### src/rtl/pmu_pkg.sv
package pmu_pkg;
    localparam int NUM_EVT = 4;
    localparam int NUM_CTR = NUM_EVT + 1;
    localparam int CYC_IDX = NUM_EVT;
    localparam int ADDR_W  = 8;

    localparam logic [ADDR_W-1:0] A_CTRL  = 8'h00;
    localparam logic [ADDR_W-1:0] A_ENSET = 8'h10;
    localparam logic [ADDR_W-1:0] A_ENCLR = 8'h20;
    localparam logic [ADDR_W-1:0] A_FLAG  = 8'h30;
    localparam logic [ADDR_W-1:0] A_CRST  = 8'h40;
    localparam logic [ADDR_W-1:0] A_CYC   = 8'h50;
    localparam logic [ADDR_W-1:0] A_EVT0  = 8'h60;
    localparam logic [ADDR_W-1:0] A_EVTHI = 8'h70;
    localparam logic [ADDR_W-1:0] A_TYPE0 = 8'h80;
    localparam logic [ADDR_W-1:0] A_IEN   = 8'h90;

    localparam logic [1:0] MODE_MANUAL = 2'd0;

    typedef enum logic [1:0] {
        EV_NONE = 2'd0,
        EV_RD   = 2'd1,
        EV_WR   = 2'd2,
        EV_RW   = 2'd3
    } ev_type_e;

    typedef struct packed {
        logic [1:0] mode;
        logic       slow;
        logic       run;
    } ctrl_t;
endpackage

### src/rtl/pm_event_ctr.sv
module pm_event_ctr
    import pmu_pkg::*;
#(
    parameter int W = 32
) (
    input  logic         clk,
    input  logic         rst_n,
    input  logic         count_en,
    input  logic         clear,
    input  ev_type_e     sel,
    input  logic         rd_beat,
    input  logic         wr_beat,
    output logic [W-1:0] value,
    output logic         wrap
);
    typedef struct packed {
        logic [W-1:0] cnt;
    } state_t;

    state_t     state_d, state_q;
    logic [1:0] step;
    logic [W:0] sum;

    always_comb begin
        step = 2'd0;
        if (sel == EV_RD || sel == EV_RW) step = step + {1'b0, rd_beat};
        if (sel == EV_WR || sel == EV_RW) step = step + {1'b0, wr_beat};
        sum     = {1'b0, state_q.cnt} + (W+1)'(step);
        state_d = state_q;
        wrap    = 1'b0;
        if (clear) begin
            state_d.cnt = '0;
        end else if (count_en) begin
            state_d.cnt = sum[W-1:0];
            wrap        = sum[W];
        end
    end

    always_ff @(posedge clk or negedge rst_n) begin
        if (!rst_n) state_q <= '0;
        else        state_q <= state_d;
    end

    assign value = state_q.cnt;

    // a counter that is not enabled keeps its value
    a_r3_hold_when_off: assert property (@(posedge clk) disable iff (!rst_n)
        (!count_en && !clear) |=> $stable(state_q.cnt));

    // one edge adds at most two beats
    a_r5_step_at_most_two: assert property (@(posedge clk) disable iff (!rst_n)
        !clear |=> (W'(state_q.cnt - $past(state_q.cnt)) <= W'(2)));
endmodule

### src/rtl/pm_cycle_ctr.sv
module pm_cycle_ctr #(
    parameter int W        = 32,
    parameter int DIV_LOG2 = 6
) (
    input  logic         clk,
    input  logic         rst_n,
    input  logic         count_en,
    input  logic         slow,
    input  logic         clear,
    output logic [W-1:0] value,
    output logic         wrap
);
    typedef struct packed {
        logic [W-1:0]        cnt;
        logic [DIV_LOG2-1:0] pre;
    } state_t;

    state_t state_d, state_q;
    logic   tick;

    always_comb begin
        state_d = state_q;
        wrap    = 1'b0;
        tick    = !slow || (&state_q.pre);
        if (clear) begin
            state_d.cnt = '0;
            state_d.pre = '0;
        end else if (count_en) begin
            if (slow) state_d.pre = state_q.pre + 1'b1;
            if (tick) begin
                state_d.cnt = state_q.cnt + 1'b1;
                wrap        = &state_q.cnt;
            end
        end
    end

    always_ff @(posedge clk or negedge rst_n) begin
        if (!rst_n) state_q <= '0;
        else        state_q <= state_d;
    end

    assign value = state_q.cnt;

    // the cycle count never moves by more than one per edge
    a_r6_single_step: assert property (@(posedge clk) disable iff (!rst_n)
        !clear |=> (state_q.cnt == $past(state_q.cnt) || state_q.cnt == $past(state_q.cnt) + 1'b1));

    // in divided mode, only the last prescaler step advances the count
    a_r6_divided_tick: assert property (@(posedge clk) disable iff (!rst_n)
        (slow && !clear && !(&state_q.pre)) |=> $stable(state_q.cnt));
endmodule

### src/rtl/pmu_traffic_mon.sv
module pmu_traffic_mon
    import pmu_pkg::*;
#(
    parameter int CNT_W    = 32,
    parameter int WIDE_W   = 40,
    parameter int DIV_LOG2 = 6
) (
    input  logic              clk,
    input  logic              rst_n,
    input  logic              reg_we,
    input  logic [ADDR_W-1:0] reg_addr,
    input  logic [31:0]       reg_wdata,
    output logic [31:0]       reg_rdata,
    input  logic              rd_beat,
    input  logic              wr_beat,
    output logic              irq
);
    localparam int HI_W = WIDE_W - CNT_W;

    typedef struct packed {
        ctrl_t                     ctrl;
        logic [NUM_CTR-1:0]        en;
        logic [NUM_CTR-1:0]        flag;
        logic [NUM_CTR-1:0]        ien;
        logic [NUM_EVT-1:0][1:0]   typ;
    } regs_t;

    regs_t              regs_d, regs_q;
    logic               active;
    logic [NUM_CTR-1:0] wmask;
    logic [NUM_CTR-1:0] clr_vec;
    logic [NUM_CTR-1:0] wrap_vec;
    logic               hit_ctrl, hit_set, hit_clr, hit_flag, hit_crst, hit_ien;
    logic [CNT_W-1:0]   cyc_val;
    logic [WIDE_W-1:0]  ev_val [NUM_EVT];

    always_comb begin
        active   = regs_q.ctrl.run && (regs_q.ctrl.mode == MODE_MANUAL);
        wmask    = {reg_wdata[31], reg_wdata[NUM_EVT-1:0]};
        hit_ctrl = reg_we && (reg_addr == A_CTRL);
        hit_set  = reg_we && (reg_addr == A_ENSET);
        hit_clr  = reg_we && (reg_addr == A_ENCLR);
        hit_flag = reg_we && (reg_addr == A_FLAG);
        hit_crst = reg_we && (reg_addr == A_CRST);
        hit_ien  = reg_we && (reg_addr == A_IEN);
        for (int i = 0; i < NUM_EVT; i++) begin
            clr_vec[i] = (hit_ctrl && reg_wdata[1]) || (hit_crst && reg_wdata[i]);
        end
        clr_vec[CYC_IDX] = (hit_ctrl && reg_wdata[2]) || (hit_crst && reg_wdata[31]);
    end

    always_comb begin
        regs_d = regs_q;
        if (hit_ctrl) begin
            regs_d.ctrl.run  = reg_wdata[0];
            regs_d.ctrl.slow = reg_wdata[3];
            regs_d.ctrl.mode = reg_wdata[5:4];
        end
        if (hit_set) regs_d.en = regs_q.en | wmask;
        if (hit_clr) regs_d.en = regs_q.en & ~wmask;
        if (hit_ien) regs_d.ien = wmask;
        regs_d.flag = (regs_q.flag & ~(hit_flag ? wmask : '0)) | wrap_vec;
        for (int i = 0; i < NUM_EVT; i++) begin
            if (reg_we && reg_addr == A_TYPE0 + ADDR_W'(4 * i)) regs_d.typ[i] = reg_wdata[1:0];
        end
    end

    always_ff @(posedge clk or negedge rst_n) begin
        if (!rst_n) regs_q <= '0;
        else        regs_q <= regs_d;
    end

    pm_cycle_ctr #(.W(CNT_W), .DIV_LOG2(DIV_LOG2)) u_cyc (
        .clk      (clk),
        .rst_n    (rst_n),
        .count_en (active && regs_q.en[CYC_IDX]),
        .slow     (regs_q.ctrl.slow),
        .clear    (clr_vec[CYC_IDX]),
        .value    (cyc_val),
        .wrap     (wrap_vec[CYC_IDX])
    );

    for (genvar g = 0; g < NUM_EVT; g++) begin : g_evt
        localparam int GW = (g == NUM_EVT - 1) ? WIDE_W : CNT_W;
        logic [GW-1:0] val;
        pm_event_ctr #(.W(GW)) u_ctr (
            .clk      (clk),
            .rst_n    (rst_n),
            .count_en (active && regs_q.en[g]),
            .clear    (clr_vec[g]),
            .sel      (ev_type_e'(regs_q.typ[g])),
            .rd_beat  (rd_beat),
            .wr_beat  (wr_beat),
            .value    (val),
            .wrap     (wrap_vec[g])
        );
        assign ev_val[g] = WIDE_W'(val);
    end

    always_comb begin
        reg_rdata = '0;
        unique case (reg_addr)
            A_CTRL:           reg_rdata = {26'd0, regs_q.ctrl.mode, regs_q.ctrl.slow, 2'b00, regs_q.ctrl.run};
            A_ENSET, A_ENCLR: reg_rdata = {regs_q.en[CYC_IDX], 27'd0, regs_q.en[NUM_EVT-1:0]};
            A_FLAG:           reg_rdata = {regs_q.flag[CYC_IDX], 27'd0, regs_q.flag[NUM_EVT-1:0]};
            A_IEN:            reg_rdata = {regs_q.ien[CYC_IDX], 27'd0, regs_q.ien[NUM_EVT-1:0]};
            A_CYC:            reg_rdata = 32'(cyc_val);
            A_EVTHI:          reg_rdata = 32'(ev_val[NUM_EVT-1][WIDE_W-1:CNT_W]);
            default:          reg_rdata = '0;
        endcase
        for (int i = 0; i < NUM_EVT; i++) begin
            if (reg_addr == A_EVT0 + ADDR_W'(4 * i))  reg_rdata = 32'(ev_val[i][CNT_W-1:0]);
            if (reg_addr == A_TYPE0 + ADDR_W'(4 * i)) reg_rdata = 32'(regs_q.typ[i]);
        end
    end

    assign irq = |(regs_q.flag & regs_q.ien);

    logic unused_bits;
    assign unused_bits = ^{reg_wdata, ev_val[0], ev_val[1], ev_val[2], HI_W[0]};

    // set bits are on after a set write
    a_r2_set_takes: assert property (@(posedge clk) disable iff (!rst_n)
        hit_set |=> ((regs_q.en & $past(wmask)) == $past(wmask)));

    // cleared bits are off after a clear write
    a_r2_clear_takes: assert property (@(posedge clk) disable iff (!rst_n)
        hit_clr |=> ((regs_q.en & $past(wmask)) == '0));

    // with counting stopped and no reset written, the cycle count holds
    a_r3_frozen_cycle: assert property (@(posedge clk) disable iff (!rst_n)
        (!active && !hit_ctrl && !hit_crst) |=> $stable(cyc_val));

    // the control cycle-reset bit zeroes the cycle count
    a_r4_cycle_reset: assert property (@(posedge clk) disable iff (!rst_n)
        (hit_ctrl && reg_wdata[2]) |=> (cyc_val == '0));

    // the counter-reset register zeroes event counter 0
    a_r9_evt0_reset: assert property (@(posedge clk) disable iff (!rst_n)
        (hit_crst && reg_wdata[0]) |=> (ev_val[0] == '0));

    // a flag that is not cleared stays set
    a_r8_flag_sticky: assert property (@(posedge clk) disable iff (!rst_n)
        1'b1 |=> ((regs_q.flag & $past(regs_q.flag & ~(hit_flag ? wmask : '0)))
                  == $past(regs_q.flag & ~(hit_flag ? wmask : '0))));

    // the interrupt needs a pending flag
    a_r10_irq_has_source: assert property (@(posedge clk) disable iff (!rst_n)
        irq |-> (|regs_q.flag));
endmodule

### config.mk
export PLATFORM = sky130hd
export DESIGN_NAME = pmu_traffic_mon
export DESIGN_NICKNAME = d
export VERILOG_FILES = /design/src/rtl/pmu_pkg.sv /design/src/rtl/pm_event_ctr.sv /design/src/rtl/pm_cycle_ctr.sv /design/src/rtl/pmu_traffic_mon.sv
export SDC_FILE = /design/constraint.sdc
export NUM_CORES = 1
export LEC_CHECK = 0
export CORE_ASPECT_RATIO = 1.25
export CORE_UTILIZATION = 55
export DETAILED_ROUTE_END_ITERATION = 7
export PLACE_DENSITY = 0.85
export SYNTH_ARGS = -nofsm -noshare
export SYNTH_HDL_FRONTEND = slang
export SYNTH_SLANG_ARGS = --single-unit
### constraint.sdc
create_clock -name clk -period 3.4 [get_ports clk]
set_input_delay 0.34 -clock clk [delete_from_list [all_inputs] [get_ports clk]]
set_output_delay 0.34 -clock clk [all_outputs]
set_load 0.05 [all_outputs]
==> results of run 1 <==
## worst max-delay path by stage
stage                          to  slack (ps)  cells after the start
floorplan           reg_rdata[28]         500                      6
global placement    reg_rdata[31]         230                      8
detailed placement  reg_rdata[31]         190                      8
CTS                  reg_rdata[0]         180                      9
global route         reg_rdata[0]          60                      9
finish               reg_rdata[0]         110                      9
## per-stage QoR
| step | util | power [uW] |
|---|---|---|
| after floorplan | - | 2730 |
| after global placement | 0.629 | 2900 |
| after detailed placement | 0.629 | 2910 |
| after CTS | 0.665 | 5470 |
| after global routing | 0.665 | 5610 |
| final | 0.665 | 5460 |
## flip-flops by register name, summed over array words and instances (netlist names), named ones only
name,count
g_evt.u_ctr.value,136
regs_q,22
u_cyc.state_q,6
u_cyc.value,32
## critical path, cell delays in order
cell	delay, ps
clkdlybuf4s50_1	410
or4_1	780
buf_4	270
nor2_1	220
buf_4	170
a22oi_1	70
a31oi_1	300
a211o_1	230
buf_12	150
## layer usage
| layer | wire (um) | global-route usage |
|---|---|---|
| met3 | 2850 | 0.0442 |
| met5 | 0 | 0 |
| met2 | 18200 | 0.554 |
| met4 | 1570 | 0.146 |
| met1 | 15000 | 0.438 |
## layout make-up
type,count,share of cell area
Clock inverter,12,0.0118
Timing Repair Buffer,106,0.0888
Clock buffer,28,0.0417
Tap cell,279,0.0241
Multi-Input combinational cell,1093,0.480
Sequential cell,201,0.348
Inverter,25,0.00648
## cells in the final DEF, fill, tap and decap left out, types with 28 or more instances in the layout
cell,n
nand2_1,163
o21ai_0,53
buf_12,35
nor3_1,28
a21oi_1,74
nor2_1,153
nand4_1,54
mux2i_1,28
xnor2_1,54
buf_4,50
dfrtp_1,201
xor2_1,53
nand3_1,67
## kinds of logic after synthesis
| family | count (synthesis) |
|---|---|
| compound gates | 259 |
| flops | 201 |
| buf+inv | 98 |
| simple gates | 655 |
| mux | 54 |
| fa+ha+maj | 18 |
| xor+xnor | 107 |
## power by group through the flow
stage	logic (uW)	clock network [uW]	registers, uW
2_1_floorplan	198	0	2530
3_3_place_gp	346	0	2550
3_5_place_dp	358	0	2550
4_1_cts	360	2600	2510
5_1_grt	400	2690	2520
6_report	361	2590	2510
==> impl_results.md, run 1 <==
- Fill count: roughly 1,800
- DRC: 0
- # setup viols final: 0
- Status: finished, final reports clean
- Die Wd: ~140 um
- Most area-consuming cells after synthesis: dfrtp_1 (41%), nand2_1 (5.0%), nor2_1 (4.6%)
- Layout area overhead: 17.1%
- Worst Setup Slack post-DPL: between 150 and 200 ps
- Crit start category: input pin
- Yosys cell types: slightly below 80
- Initial antenna violation count: 0
- EDFF count, synth: 0
- Worst Tran Pin Value: roughly 1300 ps
- RSZ-0062 raised after global routing: no
- Vias: between 10,000 and 15,000
- Initial drt markers: roughly 1,200
- WP data required: 3060 ps
- Worst rel slew slack: 0.134
- Final WS setup: ~110 ps
- Area of the multi-input gates: 0.00694 sq mm
- Logic pwr share: 0.066
- Endpoints failing hold: 0
- CP Capture Type: output pin
- Worst-path clk slew: roughly 60 ps
- Min-Delay Path Class: in -> async
- Core Region: 0.0218 sq mm
- Vias in the first global route: 11,300
- Synth Register Bits: between 200 and 250
- Port Buffers: 52
- Post-synth top area cell: dfrtp_1
- # IOs: 78
- Crit path DAT: between 2000 and 3000 ps
- Reg power frac: 0.460
- Via density: around 6.7
- Adder-cell share of the synthesized area: 0.0207
- Final RePlAce weighted congestion: ~0.99
- Period utilization: 0.967
- Die area: around 0.023 sq mm
- First-pass GRT wire length: between 60 and 70 mm
- R2R Setup Slk: 590 ps
- Routed Antenna Nets: 0
- DP Area: between 0.01 and 0.015 sq mm
- Multiplexer area fraction after synthesis: 0.0464
- H-Tree Level Count: 1
- Min cycle time layout: around 3300 ps
- Crit path from: reg_addr[1]
- Max Freq: 0.304 GHz
- Worst hold slack: approximately 440 ps
- Avg Inst Size Synth: 8.88 sq um
- Synth Area in Simple Gates: 0.275
- Syn Inst Count: 1,392
- Compound-Gate Fraction of Synth Area: 0.142
- Synth warnings: 0
- Slew Viols, Final: 0
- CTS tree: done
- Setup repair bufs after CTS: 0
- Sw frac: 0.241
- Die H: 170 um
- Top cells by count, synth: dfrtp_1 (201), nand2_1 (163), nor2_1 (153), a21oi_1 (74), nand3_1 (67)
- Final WL: around 38 mm
- Global Route Usage Sum: 0.335
- Largest family of logic cells by synthesized area: simple AND/OR/NAND/NOR gates
- Worst clock skew: about 12 ps
- # hold bufs at CTS: 1
- Synth top area share: 0.407
- Max VDD drop: 0.000346 V
- Synth Net Count: ~1,500
- Wirelength per Cell: around 22 um
- XOR/XNOR Fraction of Synth Area: 0.0758
- Prevailing post-synth register cell: dfrtp_1
- Reg-to-reg endpoint: g_evt[1].u_ctr.value[22]$_DFFE_PN0P_
- Dpl hpwl: approximately 28 mm
- Net count reported at finish: roughly 1,500
- Row count: 60
- Setup TNS: 0 ps
- Initial core utilization: 0.568
- Synthesized area: around 0.012 sq mm
- PD cells: 377 mW/mm^2
- Pleak: 0.00607 uW
- Reg area: between 0.005 and 0.006 sq mm
- Max Cap Viol: 0
- Post_cts resized: 0
- Sw Pwr: ~1300 uW
- Layout cell share with drive strength beyond 1: 0.126
- Final Instance Area: between 0.01 and 0.015 sq mm
- Non-filler instance count after layout: roughly 1,700
- CTS sink cnt: 201
- # diodes: 0
- Largest net degree at the start of global routing: 91
- Seq/Total Area, Yosys: 0.407
- Max FO, Critical Path: 5
- Max Buffers Root-to-Sink: 3
- Clk network pwr share: 0.474
- Clk root buf: clkbuf_16
- Pre-antenna DRT Iters: 6
- Top-count cell post-synth: dfrtp_1
- WS Path Type: in -> out
- FF-to-FF Start: regs_q[2]$_DFFE_PN0P_
- GRT overflow: 0
- Placed cell count: roughly 1,700
- Async SR Flop Fraction: 1.00
- TritonCTS buffer count: 22
- Clk_lat worst skew: between 500 and 600 ps
- Internal power: 4140 uW
- Reg2reg path depth: 10
No activity file was read; power rests on OpenSTA's default activity.
==> run 2: changes to the inputs <==
Settings changed: SLEW_MARGIN set to 20.
==> run 2 against run 1 <==
  * Power shrank 7.0%
  * Sequential share of layout area grew 0.33 points
  * Setup slack lost 4.5 ps
  * Critical path depth shrank 1
  * Critical endpoint is now reg_rdata[31]
  * Via count is essentially flat
  * Critical path type unchanged
  * Routed wire length shrank 0.36%
==> impl_results.md, run 2 (synthesis gave the netlist of run 1 again) <==
- Reg area: 0.00503 sq mm (unchanged)
- Post_cts resized: 0 (unchanged)
- Max FO, Critical Path: 5 (unchanged)
- Via density: 6.67 (+0.24%)
- Initial core utilization: 0.568 (unchanged)
- WS Path Type: in -> out
- Commonest non-fill, non-tap cell in the layout: dfrtp_1
- Max VDD drop: 0.000361 V (+4.3%)
- Layout cell share with drive strength beyond 1: 0.121 (-0.00505)
- R2R Setup Slk: 590 ps (about the same)
- Status: finished, final reports clean
- FF-to-FF Start: regs_q[2]$_DFFE_PN0P_
- Largest register FFs: 136 (unchanged)
- # diodes: 0 (unchanged)
- Final WS setup: 109 ps (-4.48 ps)
- # IOs: 78 (unchanged)
- CTS sink cnt: 201 (unchanged)
- Die area: 0.0231 sq mm (unchanged)
- GR Util met1: 0.434 (-0.00379)
- Worst-path clk slew: 60 ps (about the same)
- Final WL: 37.5 mm (-0.36%)
- Global Route Usage Sum: 0.334 (-0.00165)
- DRC: 0 (unchanged)
- Die H: 170 um (unchanged)
- RSZ-0062 raised after global routing: no
- Clk root buf: clkbuf_16
- Wirelength per Cell: 21.5 um (about the same)
- Area of the multi-input gates: 0.00694 sq mm (unchanged)
- # setup viols final: 0 (unchanged)
- First-pass GRT wire length: 60.1 mm (-0.26%)
- Met3 Usage GRT: 0.0442 (unchanged)
- Total power: 5080 uW (-7.0%)
- Vias in the first global route: 11,200 (-0.81%)
- Reg2reg path depth: 10 (unchanged)
- Worst clock skew: 19.0 ps (+6.81 ps)
- Vias: 11,600 (-0.043%)
- CTS tree: done
- CP Capture Type: output pin
- Pre-antenna DRT Iters: 6 (unchanged)
- Max Freq: 0.304 GHz (-0.14%)
- Max Cap Viol: 0 (unchanged)
- Non-filler instance count after layout: 1,739 (-0.29%)
- Crit path DAT: 2950 ps (about the same)
- Core Region: 0.0218 sq mm (unchanged)
- Final RePlAce weighted congestion: 0.991 (unchanged)
- Global-route layer with the greatest usage: met2
- Min-Delay Path Class: in -> async
- Placed cell count: 1,704 (+0.059%)
- H-Tree Level Count: 1 (unchanged)
- Row count: 60 (unchanged)
- Clk_lat worst skew: 520 ps (about the same)
- Setup repair bufs after CTS: 0 (unchanged)
- Period utilization: 0.968 (+0.00132)
- Reg-to-reg endpoint: g_evt[1].u_ctr.value[22]$_DFFE_PN0P_
- TritonCTS buffer count: 22 (unchanged)
- GRT overflow: 0 (unchanged)
- Most frequent cells in the layout: dfrtp_1 (201), nand2_1 (163), nor2_1 (153)
- Pleak: 0.00600 uW (-1.2%)
- Layout area overhead: 16.0%
- PD cells: 354 mW/mm^2 (-6.1%)
- Fill count: 1,752 (-0.45%)
- Worst Setup Slack post-DPL: 174 ps (-16.2 ps)
- Dpl hpwl: 27.7 mm (+0.25%)
- Largest net degree at the start of global routing: 91 (unchanged)
- Net count reported at finish: 1,513 (+0.066%)
- Routed Antenna Nets: 0 (unchanged)
- WP data required: 3060 ps (about the same)
- Setup TNS: 0 ps (unchanged)
- Endpoints failing hold: 0 (unchanged)
- Worst rel slew slack: 0.392 (+0.258)
- Initial antenna violation count: 0 (unchanged)
- Port Buffers: 52 (unchanged)
- Crit start category: input pin
- Grt met2 use: 0.553 (-0.00110)
- Min cycle time layout: 3290 ps (+4.48 ps)
- Slew Viols, Final: 0 (unchanged)
- Initial drt markers: 1,245 (+7.6%)
- Worst Tran Pin Value: 903 ps (-396 ps)
- Die Wd: 136 um (unchanged)
- Max Buffers Root-to-Sink: 3 (unchanged)
run 2: area by class of cell:
type | count | area share
clock inverter | 4 | 0.00218
timing repair buffer | 107 | 0.0901
clock buffer | 30 | 0.0419
tap | 279 | 0.0243
inverter | 25 | 0.00655
multi-input combinational | 1093 | 0.484
sequential | 201 | 0.351
run 2: worst max path at each step:
| stage | from | to | depth (start not counted) |
|---|---|---|---|
| 2_1_floorplan | reg_addr[1] | reg_rdata[28] | 6 |
| 3_3_place_gp | reg_addr[1] | reg_rdata[31] | 8 |
| 3_5_place_dp | reg_addr[1] | reg_rdata[31] | 8 |
| 4_1_cts | reg_addr[1] | reg_rdata[31] | 8 |
| 5_1_grt | reg_addr[1] | reg_rdata[0] | 9 |
| 6_report | reg_addr[1] | reg_rdata[31] | 8 |
run 2: layer usage:
layer  wire [um]  vias to the layer above
li1            -                     5214
met1       14600                     5649
met2       18100                      627
met3        3260                      117
met4        1520                        0
met5           0                        -
run 2: stage by stage:
stage | hold slack, ps | utilization | area (sq um)
3_3_place_gp | 449 | 0.629 | 13700
6_report | 430 | 0.659 | 14300
5_1_grt | 478 | 0.659 | 14300
4_1_cts | 457 | 0.659 | 14300
2_1_floorplan | 44.4 | - | 12400
3_5_place_dp | 451 | 0.629 | 13700
run 2: power by group:
part | switching [uW] | internal (uW) | leakage, uW
sequential | 67.7 | 2440 | 0.00268
combinational | 220 | 140 | 0.00301
clock | 979 | 1230 | 0.000311
total | 1270 | 3810 | 0.00600
run 2: repair_timing:
action,CTS,global route
hold buffers,1,0
endpoints found under the setup margin,0,0
endpoints found under the hold margin,87,0
run 2: critical path: stages:
cell	delay, ps
clkdlybuf4s50_1	420
or4_1	780
buf_4	260
nor2_1	220
a32oi_1	180
o221a_2	270
nor2_1	290
buf_12	190
==> run 3: changes to the inputs <==
Settings changed: ABC_AREA set to 0, DONT_BUFFER_PORTS set to 1, PLACE_DENSITY 0.85 to 0.8.
==> run 3 against run 2 <==
  * The flow now finishes with violations (hold timing)
  * Count of clock-buffer cells in the layout increased by 4
  * Clock power increased by 9.5%
  * Power increased by 2.0%
  * Worst hold slack got worse by 920 ps
  * Routed wire length decreased by 1.3%
  * Register-to-register slack got worse by 90 ps
  * Cell count decreased by 1.7%
  * Global-route usage decreased by 0.43 points
  * First-iteration DRC count increased by 9.5%
  * Cell area decreased by 2.9%
  * Clock skew increased by 1.4 ps
  * Critical path type unchanged
  * Largest cell class unchanged
  * Largest power group unchanged
==> impl_results.md, run 3 (synthesis gave the netlist of run 1 again) <==
- Period utilization: 0.873 (-0.0947)
- Final WL: 37.0 mm (-1.3%)
- Layout cell share with drive strength beyond 1: 0.113 (-0.00865)
- Status: finished with violations
- Largest net degree at the start of global routing: 202 (+120%)
- Max Buffers Root-to-Sink: 3 (unchanged)
- Post_cts resized: 0 (unchanged)
- Routed Antenna Nets: 0 (unchanged)
- Vias: 11,400 (-1.6%)
- R2R Setup Slk: 500 ps (-90 ps)
- H-Tree Level Count: 1 (unchanged)
- Min-Delay Path Class: in -> async
- Pleak: 0.00585 uW (-2.6%)
- Most frequent cells in the layout: dfrtp_1 (201), nand2_1 (163), nor2_1 (152)
- RSZ-0062 raised after global routing: no
- Clk root buf: clkbuf_16
- Via density: 6.68 (+0.11%)
- Worst rel slew slack: 0.500 (+0.108)
- Core Region: 0.0218 sq mm (unchanged)
- Sw frac: 0.230 (-0.0200)
- Failing checks: hold timing
- Total power: 5180 uW (+2.0%)
- Min cycle time layout: 2970 ps (-322 ps)
- Worst-path clk slew: 70 ps (about the same)
- Pre-antenna DRT Iters: 6 (unchanged)
- Crit path DAT: 2630 ps (-320 ps)
- Largest register FFs: 136 (unchanged)
- WS Path Type: in -> out
- # hold bufs at CTS: 8 (+7)
- Sw Pwr: 1190 uW (-6.2%)
- Worst Tran Pin Value: 731 ps (-172 ps)
- Reg power frac: 0.486 (-0.009)
- Net count reported at finish: 1,480 (-2.2%)
- Clk network pwr share: 0.467 (+0.033)
- CTS tree: done
- Commonest non-fill, non-tap cell in the layout: dfrtp_1
- Max VDD drop: 0.000386 V (+7.0%)
- Die area: 0.0231 sq mm (unchanged)
- Setup repair bufs after CTS: 0 (unchanged)
- Die Wd: 136 um (unchanged)
- Global Route Usage Sum: 0.329 (-0.00427)
- # IOs: 78 (unchanged)
- Max FO, Critical Path: 12 (+7)
- Endpoints failing hold: 201 (+201)
- Vias in the first global route: 11,000 (-1.8%)
- # diodes: 0 (unchanged)
- Clk_lat worst skew: 520 ps (about the same)
- Internal power: 3990 uW (+4.7%)
- Initial antenna violation count: 0 (unchanged)
- Worst hold slack: -488 ps (-918 ps)
- Row count: 60 (unchanged)
- GRT overflow: 0 (unchanged)
- CP Capture Type: output pin
- Fill count: 1,801 (+2.8%)
- First-pass GRT wire length: 59.2 mm (-1.5%)
- Max Freq: 0.337 GHz (+11%)
- Initial drt markers: 1,363 (+9.5%)
- Setup TNS: 0 ps (unchanged)
- Crit start category: input pin
- Max Cap Viol: 0 (unchanged)
- Logic pwr share: 0.047 (-0.024)
- Dpl hpwl: 26.5 mm (-4.4%)
- FF-to-FF Start: regs_q[6]$_DFFE_PN0P_
- Final RePlAce weighted congestion: 0.967 (-2.4%)
- Layout area overhead: 12.6%
- # setup viols final: 0 (unchanged)
- Wirelength per Cell: 21.7 um (+0.48%)
- DRC: 0 (unchanged)
- CTS sink cnt: 201 (unchanged)
- Reg-to-reg endpoint: g_evt[3].u_ctr.value[35]$_DFFE_PN0P_
- PD cells: 372 mW/mm^2 (+5.1%)
- TritonCTS buffer count: 22 (unchanged)
- Die H: 170 um (unchanged)
- Initial core utilization: 0.568 (unchanged)
- Reg2reg path depth: 9 (-1)
- WP data required: 3060 ps (about the same)
- Worst clock skew: 20.3 ps (+1.36 ps)
- Slew Viols, Final: 0 (unchanged)
- Port Buffers: 0 (-100%)
[run 3: power groups by stage]
stage,Sequential [uW],Combinational [uW],Clock (uW)
6_report,2520,242,2420
5_1_grt,2520,272,2550
3_3_place_gp,2550,215,0
3_5_place_dp,2560,224,0
4_1_cts,2510,240,2440
2_1_floorplan,2530,198,0
[run 3: how the worst max path moves through the flow]
stage                          start  depth (start not counted)  slack, ps                              endpoint
2_1_floorplan            reg_addr[1]                          6        500                         reg_rdata[28]
3_3_place_gp             reg_addr[1]                          6        500                          reg_rdata[6]
3_5_place_dp   regs_q[6]$_DFFE_PN0P_                          9        520  g_evt[3].u_ctr.value[35]$_DFFE_PN0P_
4_1_cts        regs_q[6]$_DFFE_PN0P_                          9        490  g_evt[3].u_ctr.value[35]$_DFFE_PN0P_
5_1_grt        regs_q[6]$_DFFE_PN0P_                          9        310  g_evt[3].u_ctr.value[35]$_DFFE_PN0P_
6_report                 reg_addr[1]                          6        430                          reg_rdata[6]
[run 3: stage by stage]
stage / hold WS, ps / std cells / instance area, sq um / util / setup WS (ps)
after floorplan: 44.4 / 1392 / 12400 / - / 496
after global placement: 52.5 / 1664 / 13100 / 0.603 / 498
after detailed placement: 50.6 / 1664 / 13100 / 0.603 / 517
after CTS: -496 / 1709 / 13900 / 0.639 / 489
after global routing: -500 / 1709 / 13900 / 0.639 / 313
final: -488 / 1709 / 13900 / 0.639 / 431
[run 3: metal layers]
metal,track usage,vias up,part of all wire
li1,-,5128,-
met1,0.422,5607,0.39
met2,0.538,572,0.48
met3,0.0633,112,0.089
met4,0.145,0,0.043
met5,0,-,0
[run 3: final cells by class]
cell class | instances | area [sq um] | area share
timing repair buffer | 74 | 776 | 0.0558
sequential | 201 | 5030 | 0.361
clock buffer | 34 | 677 | 0.0486
tap | 279 | 349 | 0.0251
inverter | 25 | 93.8 | 0.00674
clock inverter | 3 | 40.0 | 0.00288
multi-input combinational | 1093 | 6950 | 0.499
[run 3: critical path, cell delays in order]
cell	delay [ps]
or4_1	790
nor3_4	570
a221o_1	320
mux2i_1	90
o2bb2ai_1	250
buf_4	250
